===== config.mk =====
export PLATFORM = sky130hd
export DESIGN_NAME = brownout_filter
export DESIGN_NICKNAME = d
export VERILOG_FILES = /design/src/rtl/bf_pkg.sv /design/src/rtl/bf_cfg_latch.sv /design/src/rtl/bf_sync.sv /design/src/rtl/bf_persist_timer.sv /design/src/rtl/bf_reset_fsm.sv /design/src/rtl/brownout_filter.sv
export SDC_FILE = /design/constraint.sdc
export NUM_CORES = 1
export LEC_CHECK = 0
export BUFFER_PORTS_ARGS = -buffer_cell sky130_fd_sc_hd__buf_2
export CAP_MARGIN = 20
export CORE_AREA = 2 2 39 41
export CTS_CLUSTER_DIAMETER = 40
export DETAILED_ROUTE_END_ITERATION = 10
export DIE_AREA = 0 0 41 43
export GPL_TIMING_DRIVEN = 0
export PLACE_DENSITY = 0.75
export SETUP_SLACK_MARGIN = 0.05
export SKIP_CTS_REPAIR_TIMING = 1
export SLEW_MARGIN = 10
export SYNTH_ARGS = -nofsm -noshare
export SYNTH_HDL_FRONTEND = slang
export SYNTH_SLANG_ARGS = --single-unit

===== constraint.sdc =====
create_clock -name clk -period 2.12 [get_ports clk]
set_input_delay 0.212 -clock clk [delete_from_list [all_inputs] [get_ports clk]]
set_output_delay 0.212 -clock clk [all_outputs]
set_load 0.03 [all_outputs]

===== src/rtl/bf_pkg.sv =====
package bf_pkg;

  typedef enum logic {
    ST_GUARD = 1'b0,
    ST_HOLD  = 1'b1
  } bf_state_e;

  typedef struct packed {
    logic       en;
    logic [1:0] lvl;
  } bf_cfg_t;

  localparam int CFG_W       = 3;
  localparam int CFG_EN_BIT  = 0;
  localparam int CFG_LVL_LSB = 1;

  // Reserved level code 11 falls back to the lowest level.
  function automatic logic [1:0] bf_norm_level(input logic [1:0] raw);
    return (raw == 2'b11) ? 2'b00 : raw;
  endfunction

endpackage


===== src/rtl/bf_cfg_latch.sv =====
module bf_cfg_latch
  import bf_pkg::*;
(
  input  logic             clk,
  input  logic             rst,
  input  logic [CFG_W-1:0] cfg_i,
  output bf_cfg_t          cfg_o
);

  bf_cfg_t cfg_q;

  // Sampled only while reset is held; frozen afterwards.
  always_ff @(posedge clk) begin
    if (rst) begin
      cfg_q.en  <= cfg_i[CFG_EN_BIT];
      cfg_q.lvl <= bf_norm_level(cfg_i[CFG_LVL_LSB +: 2]);
    end
  end

  assign cfg_o = cfg_q;

endmodule


===== src/rtl/bf_sync.sv =====
module bf_sync #(
  parameter int STAGES = 2
) (
  input  logic clk,
  input  logic rst,
  input  logic d_i,
  output logic d_o
);

  generate
    if (STAGES == 0) begin : g_bypass
      assign d_o = d_i;
    end else begin : g_chain
      logic [STAGES-1:0] sh_q;
      always_ff @(posedge clk) begin
        if (rst) begin
          sh_q <= '0;
        end else begin
          sh_q[0] <= d_i;
          for (int i = 1; i < STAGES; i++) sh_q[i] <= sh_q[i-1];
        end
      end
      assign d_o = sh_q[STAGES-1];
    end
  endgenerate

endmodule


===== src/rtl/bf_persist_timer.sv =====
module bf_persist_timer #(
  parameter int PERSIST_CYC = 50
) (
  input  logic clk,
  input  logic rst,
  input  logic cond_i,
  output logic done_o
);

  localparam int CNT_W = (PERSIST_CYC > 1) ? $clog2(PERSIST_CYC) : 1;
  localparam logic [CNT_W-1:0] LAST = CNT_W'(PERSIST_CYC - 1);

  logic [CNT_W-1:0] cnt_q;

  // done_o fires on the PERSIST_CYC-th consecutive edge with cond_i high.
  assign done_o = cond_i && (cnt_q == LAST);

  always_ff @(posedge clk) begin
    if (rst || !cond_i || done_o) cnt_q <= '0;
    else                          cnt_q <= cnt_q + 1'b1;
  end

endmodule


===== src/rtl/bf_reset_fsm.sv =====
module bf_reset_fsm
  import bf_pkg::*;
(
  input  logic clk,
  input  logic rst,
  input  logic active_i,
  input  logic done_i,
  output logic hold_o,
  output logic restart_o
);

  bf_state_e st_q, st_d;
  logic      restart_q, restart_d;

  always_comb begin
    st_d      = st_q;
    restart_d = 1'b0;
    if (!active_i) begin
      st_d = ST_GUARD;                 // halt or disabled: no request, no restart
    end else if (done_i) begin
      if (st_q == ST_GUARD) begin
        st_d = ST_HOLD;
      end else begin
        st_d      = ST_GUARD;
        restart_d = 1'b1;
      end
    end
  end

  always_ff @(posedge clk) begin
    if (rst) begin
      st_q      <= ST_GUARD;
      restart_q <= 1'b0;
    end else begin
      st_q      <= st_d;
      restart_q <= restart_d;
    end
  end

  assign hold_o    = (st_q == ST_HOLD);
  assign restart_o = restart_q;

endmodule


===== src/rtl/brownout_filter.sv =====
module brownout_filter
  import bf_pkg::*;
#(
  parameter int CLK_HZ      = 10_000_000,
  parameter int PERSIST_NS  = 5000,
  parameter int SYNC_STAGES = 2
) (
  input  logic             clk,
  input  logic             rst,
  input  logic [CFG_W-1:0] cfg_i,
  input  logic             halt_i,
  input  logic             cmp_low_i,
  output logic [2:0]       thr_sel_o,
  output logic             rst_req_o,
  output logic             restart_o
);

  localparam longint CYC_RAW     = (longint'(CLK_HZ) / 1000 * longint'(PERSIST_NS)) / 1_000_000;
  localparam int     PERSIST_CYC = (CYC_RAW < 1) ? 1 : int'(CYC_RAW);

  bf_cfg_t cfg_q;
  logic    cfg_en;
  logic    cmp_s;
  logic    active;
  logic    hold;
  logic    cond;
  logic    done;

  bf_cfg_latch u_cfg (
    .clk   (clk),
    .rst   (rst),
    .cfg_i (cfg_i),
    .cfg_o (cfg_q)
  );

  assign cfg_en = cfg_q.en;

  bf_sync #(.STAGES(SYNC_STAGES)) u_sync (
    .clk (clk),
    .rst (rst),
    .d_i (cmp_low_i),
    .d_o (cmp_s)
  );

  assign active = cfg_en && !halt_i;
  // Count toward the opposite state: low supply while idle, good supply while holding.
  assign cond   = active && (cmp_s != hold);

  bf_persist_timer #(.PERSIST_CYC(PERSIST_CYC)) u_timer (
    .clk    (clk),
    .rst    (rst),
    .cond_i (cond),
    .done_o (done)
  );

  bf_reset_fsm u_fsm (
    .clk       (clk),
    .rst       (rst),
    .active_i  (active),
    .done_i    (done),
    .hold_o    (hold),
    .restart_o (restart_o)
  );

  assign rst_req_o = hold;
  assign thr_sel_o = {hold, cfg_q.lvl};

endmodule


**Word-level counts from Yosys, hierarchy flattened**

Index checks and enable logic that the tools add are counted.

- Memory bits (writable): 0
- Memory bits (read-only): 0
- Bits in latches: 0
- Logic and storage cells: 23
- Input port bits: 7
- Memories kept: 0
- Output and inout port bits: 5
- Bits in registers: 13

- Equal/unequal tests: 3
- Add/sub/neg operators: 1
- Reduce and logical (&&, ||, !) cells: 9
- $mul: 0
- Shift operators: 0
- Div/mod/pow operators: 0
- Muxes and demuxes: 2
- Bitwise operators: 2
- Magnitude comparators: 0

Operators with widths:

| kind | count |
|---|---|
| $add A6 B1 Y6 const B | 1 |
| $eq A6 B6 Y1 const B | 1 |
| $logic_and A1 B1 Y1 | 3 |
| $reduce_or A3 Y1 | 1 |
| $eq A2 B2 Y1 const B | 1 |
| $logic_not A1 Y1 | 2 |
| $logic_or A1 B1 Y1 | 2 |
| $mux W1 | 2 |
| $not A1 Y1 | 2 |
| $reduce_or A2 Y1 | 1 |
| $ne A1 B1 Y1 | 1 |

**Logic depth before layout (Yosys ltp)**

- Depth after elaboration: 6
- Depth in mapped cells: 5
- Depth with buffers taken out: 5

**By module**

From an unflattened synthesis, not the netlist that was laid out.

- Cell total of the unflattened synthesis: 46
- Area total of the unflattened synthesis: 524.3 µm²

Modules (own cells, without submodules):

| module | sequential area each (µm²) | area each (µm²) | cells an instance | times used |
|---|---|---|---|---|
| bf_persist_timer | 120.1 | 264.0 | 28 | 1 |
| bf_cfg_latch | 90.1 | 105.1 | 5 | 1 |
| bf_reset_fsm | 40.0 | 71.3 | 5 | 1 |
| bf_sync | 40.0 | 52.6 | 4 | 1 |
| brownout_filter | 0.0 | 31.3 | 4 | 1 |

**Worst setup path before layout**

OpenSTA, ideal clock, no wires.

- Kind: reg-to-reg
- Start: reg u_timer.cnt_q[1]
- End: reg u_timer.cnt_q[5]
- Data required time: 2.054 ns
- Path slack: 0.864 ns
- Stages on the path, launching flop included: 6
- Arrival time: 1.190 ns
- Library setup time: 0.066 ns
- Clock period less this slack: 1.256 ns
- Path buffers: 0
- Cells stage by stage: dfxtp_1 -> inv_1 -> ha_1 -> and4bb_4 -> a211o_4 -> a21oi_2

- Longest elaborated chain between the ends: 3
- Elaborated cells on any way between the ends: 4
- Classes of those cells: add/sub (1); eq/ne (1); reduce/logical (2)

Ends and longest elaborated chain:

| element | RTL line | source |
|---|---|---|
| start, declared | bf_persist_timer.sv:13 | `logic [CNT_W-1:0] cnt_q;` |
| start signal, assigned | bf_persist_timer.sv:20 | `else cnt_q <= cnt_q + 1'b1;` |
| branches (longest 3 deep; another with $add A6 B1 Y6) | - |  |

Parallel ways; which one is timed is not known.
A chain may end at the register's enable or synchronous reset.

**Worst setup path after layout**

- Start: reg u_timer.cnt_q[1]
- End: reg u_timer.cnt_q[3]

The elaborated chain is that of the path after synthesis.

==> summary.txt <==
Timing
  • F_max: 743 MHz
  • Crit share post-route: 0.635
  • Total negative slack: 0 ns
  • Setup Skew: 0.00393 ns
  • RSZ-0062 raised after global routing: false
  • Fin. Hold Viols: 0
  • Worst Tran Pin Value: 0.283 ns
  • Slew headroom: 0.809
  • Count of final setup violators: 0
  • Tmin final: 1.35 ns
  • Final Max Tran Viols: 0

Hold path
  • HP Start: cfg_i[0]
  • Hold Path Cell Cnt: 1
  • Worst min path class: in2reg

Floorplanning
  • Row count: 14
  • Core Area: 0.00138 mm2
  • Die Ht: 43 um
  • DIE AREA: 0.00176 mm2
  • Top Ports: 12
  • Die Wd: 41 um
  • Initial core utilization: 0.395

Logic synthesis
  • Main synth FF type: dfxtp_1
  • Avg Cell Area, Syn: 11.9 um2
  • Post-synth top area share: 0.366
  • Compound-cell area share of the yosys netlist: 0.0847
  • Post-synth cell types: 21
  • Synth Instances: 46
  • Synth Area in Adders: 0.0458
  • Post-synth EDFFs: 3
  • Mux cell area share after synthesis: 0
  • #FFs+latches synth: 13
  • Yosys warns: 0
  • Top post-synthesis cells by area: dfxtp_1 37%, edfxtp_1 16%, nor2_2 5.7%
  • Sequential share of the synthesized area: 0.531
  • Syn nets: 55
  • Xor-xnor portion of the synthesized cell area: 0.0641
  • Ys async rst share: 0
  • Largest family of logic cells by synthesized area: simple AND/OR/NAND/NOR gates
  • Yosys top cell by area: dfxtp_1
  • Netlist Area Pre-Place: 547 um2
  • Synth Area in Simple Gates: 0.227

Clock tree
  • Skew-Pair Late Insertion Delay: 0.27 ns
  • Clock root cell: clkbuf_4
  • Htree depth: 1
  • Max Root-Sink Buffers: 2
  • Reg clk slew, reported paths: 0.07 ns
  • Inserted Clock Buffers: 3
  • TritonCTS clock tree: done
  • Clk sink count: 13

Pwr
  • P per Cell Area: 671 mW/mm2
  • Int Pwr: 0.347 mW
  • Comb power frac: 0.063
  • P_leak: 0.248 nW
  • Net Switching: 0.0886 mW
  • Total Power: 0.435 mW
  • Sequential power share: 0.603
  • Worst vdd rail ir drop: 0.000298 V
  • Clock power share: 0.335
  • Net Sw Frac: 0.204

Detailed routing
  • Final wirelength: 797 um
  • Avg WL per Cell: 10.4 um
  • Drt via density: 4.70
  • Initial DRT Pass Iterations: 2
  • Drt drc: 0
  • Starting DRT DRC Count: 4
  • Via count: 362
  • Remaining antenna violation count: 0

Worst setup path
  • CP required: 2.33 ns
  • Critical Path AT: 1.56 ns
  • Worst setup path startpoint: u_timer.cnt_q[1]$_SDFF_PP0_
  • Worst Setup End Kind: flip-flop
  • Worst-case reg-to-reg path depth: 5
  • R2R Path Start: u_timer.cnt_q[1]$_SDFF_PP0_
  • CP startpoint kind: flip-flop
  • Kind of critical path: reg2reg
  • Worst Path Max Fanout: 6

Flow run
  • Number of max-cap violations: 0

Final layout
  • Post-layout util: 0.468
  • Ant. Diodes: 0
  • Layout area overhead: 18.5%
  • Commonest non-fill, non-tap cells in the layout: 11 x buf_2, 10 x dfxtp_1, 5 x nor2_2
  • Most common cell after layout, fill and taps aside: buf_2
  • Final net count: 71
  • Layout cells sized above 1: 0.459

Global routing
  • GRT Util Overall: 0.116
  • Total gr overflow: 0
  • Vias in the first global route: 301
  • Largest net degree at the start of global routing: 8
  • First-pass GRT wire length: 1.29 mm
  • Initial antenna violation count: 0

Outcome
  • Status: complete, no violations

Placement
  • # port buffers: 11
  • GPL Wtd Cong: 0.715
  • DPL Wire Length: 607 um
[power by group through the flow]
stage          registers (mW)  logic, mW  clock network (mW)
2_1_floorplan           0.267     0.0172                   0
3_3_place_gp            0.268     0.0267                   0
3_5_place_dp            0.268     0.0276                   0
4_1_cts                 0.262     0.0278               0.153
5_1_grt                 0.263     0.0304               0.166
6_report                0.262     0.0273               0.146
[sequential cells by signal, summed over array words and instances, names as in the netlist]
signal / cells
u_fsm.hold_o: 1
u_timer.cnt_q: 6
u_cfg.cfg_o: 3
u_sync.g_chain.sh_q: 2
u_fsm.restart_o: 1
[final cells by class]
type                            instances  area, um2
Fill cell                             138        736
Sequential cell                        13        290
Multi-Input combinational cell         29        230
Timing Repair Buffer                   11       55.1
Clock buffer                            4       26.3
Buffer                                  3       22.5
Tap cell                               16       20.0
Inverter                                1       3.75
[through the flow]
step | cells | area (um2) | setup slack (ns) | hold slack [ns]
after floorplan | 46 | 547 | 0.864 | 0.284
after global placement | 73 | 622 | 0.815 | 0.389
after detailed placement | 73 | 622 | 0.792 | 0.392
after CTS | 77 | 648 | 0.770 | 0.107
after global routing | 77 | 648 | 0.716 | 0.104
final | 77 | 648 | 0.775 | 0.119
[cells by family (layout without fill, tap and decap cells)]
family / count (synthesis) / count (layout)
compound gates: 5 / 5
xor+xnor: 4 / 4
fa+ha+maj: 2 / 2
buf+inv: 4 / 19
flops: 13 / 13
simple gates: 18 / 18
[synthesized netlist by cell type, types with 2 or more instances]
library cell	number
dfxtp_1	10
nor2_2	5
buf_4	3
edfxtp_1	3
nand3_1	3
nor2b_1	3
ha_1	2
nand2_1	2
xnor2_1	2
xor2_1	2
[metal layers]
layer	track usage	vias to the layer above	share of wire	routed length (um)
met5	0	-	0	0
met4	0.0800	0	0.014	11
met3	0.0628	2	0.034	27
met2	0.153	10	0.52	411
met1	0.138	166	0.44	347
li1	-	184	-	-
[worst max-delay path, cell delays in order, from the launching register on]
cell      delay [ns]
dfxtp_1         0.36
inv_1           0.05
ha_1            0.17
and4bb_4        0.21
a211o_4         0.38
nor2_2          0.11
[path summary, 6_finish.rpt]
kind | end | slack (ns)
max reg2reg | u_timer.cnt_q[3]$_SDFF_PP0_ | 0.77
min reg2reg | u_sync.g_chain.sh_q[1]$_SDFF_PP0_ | 0.44
max | u_timer.cnt_q[3]$_SDFF_PP0_ | 0.77
min | u_cfg.cfg_o[2]$_DFFE_PP_ | 0.12
(Power assumes the default switching activity.)
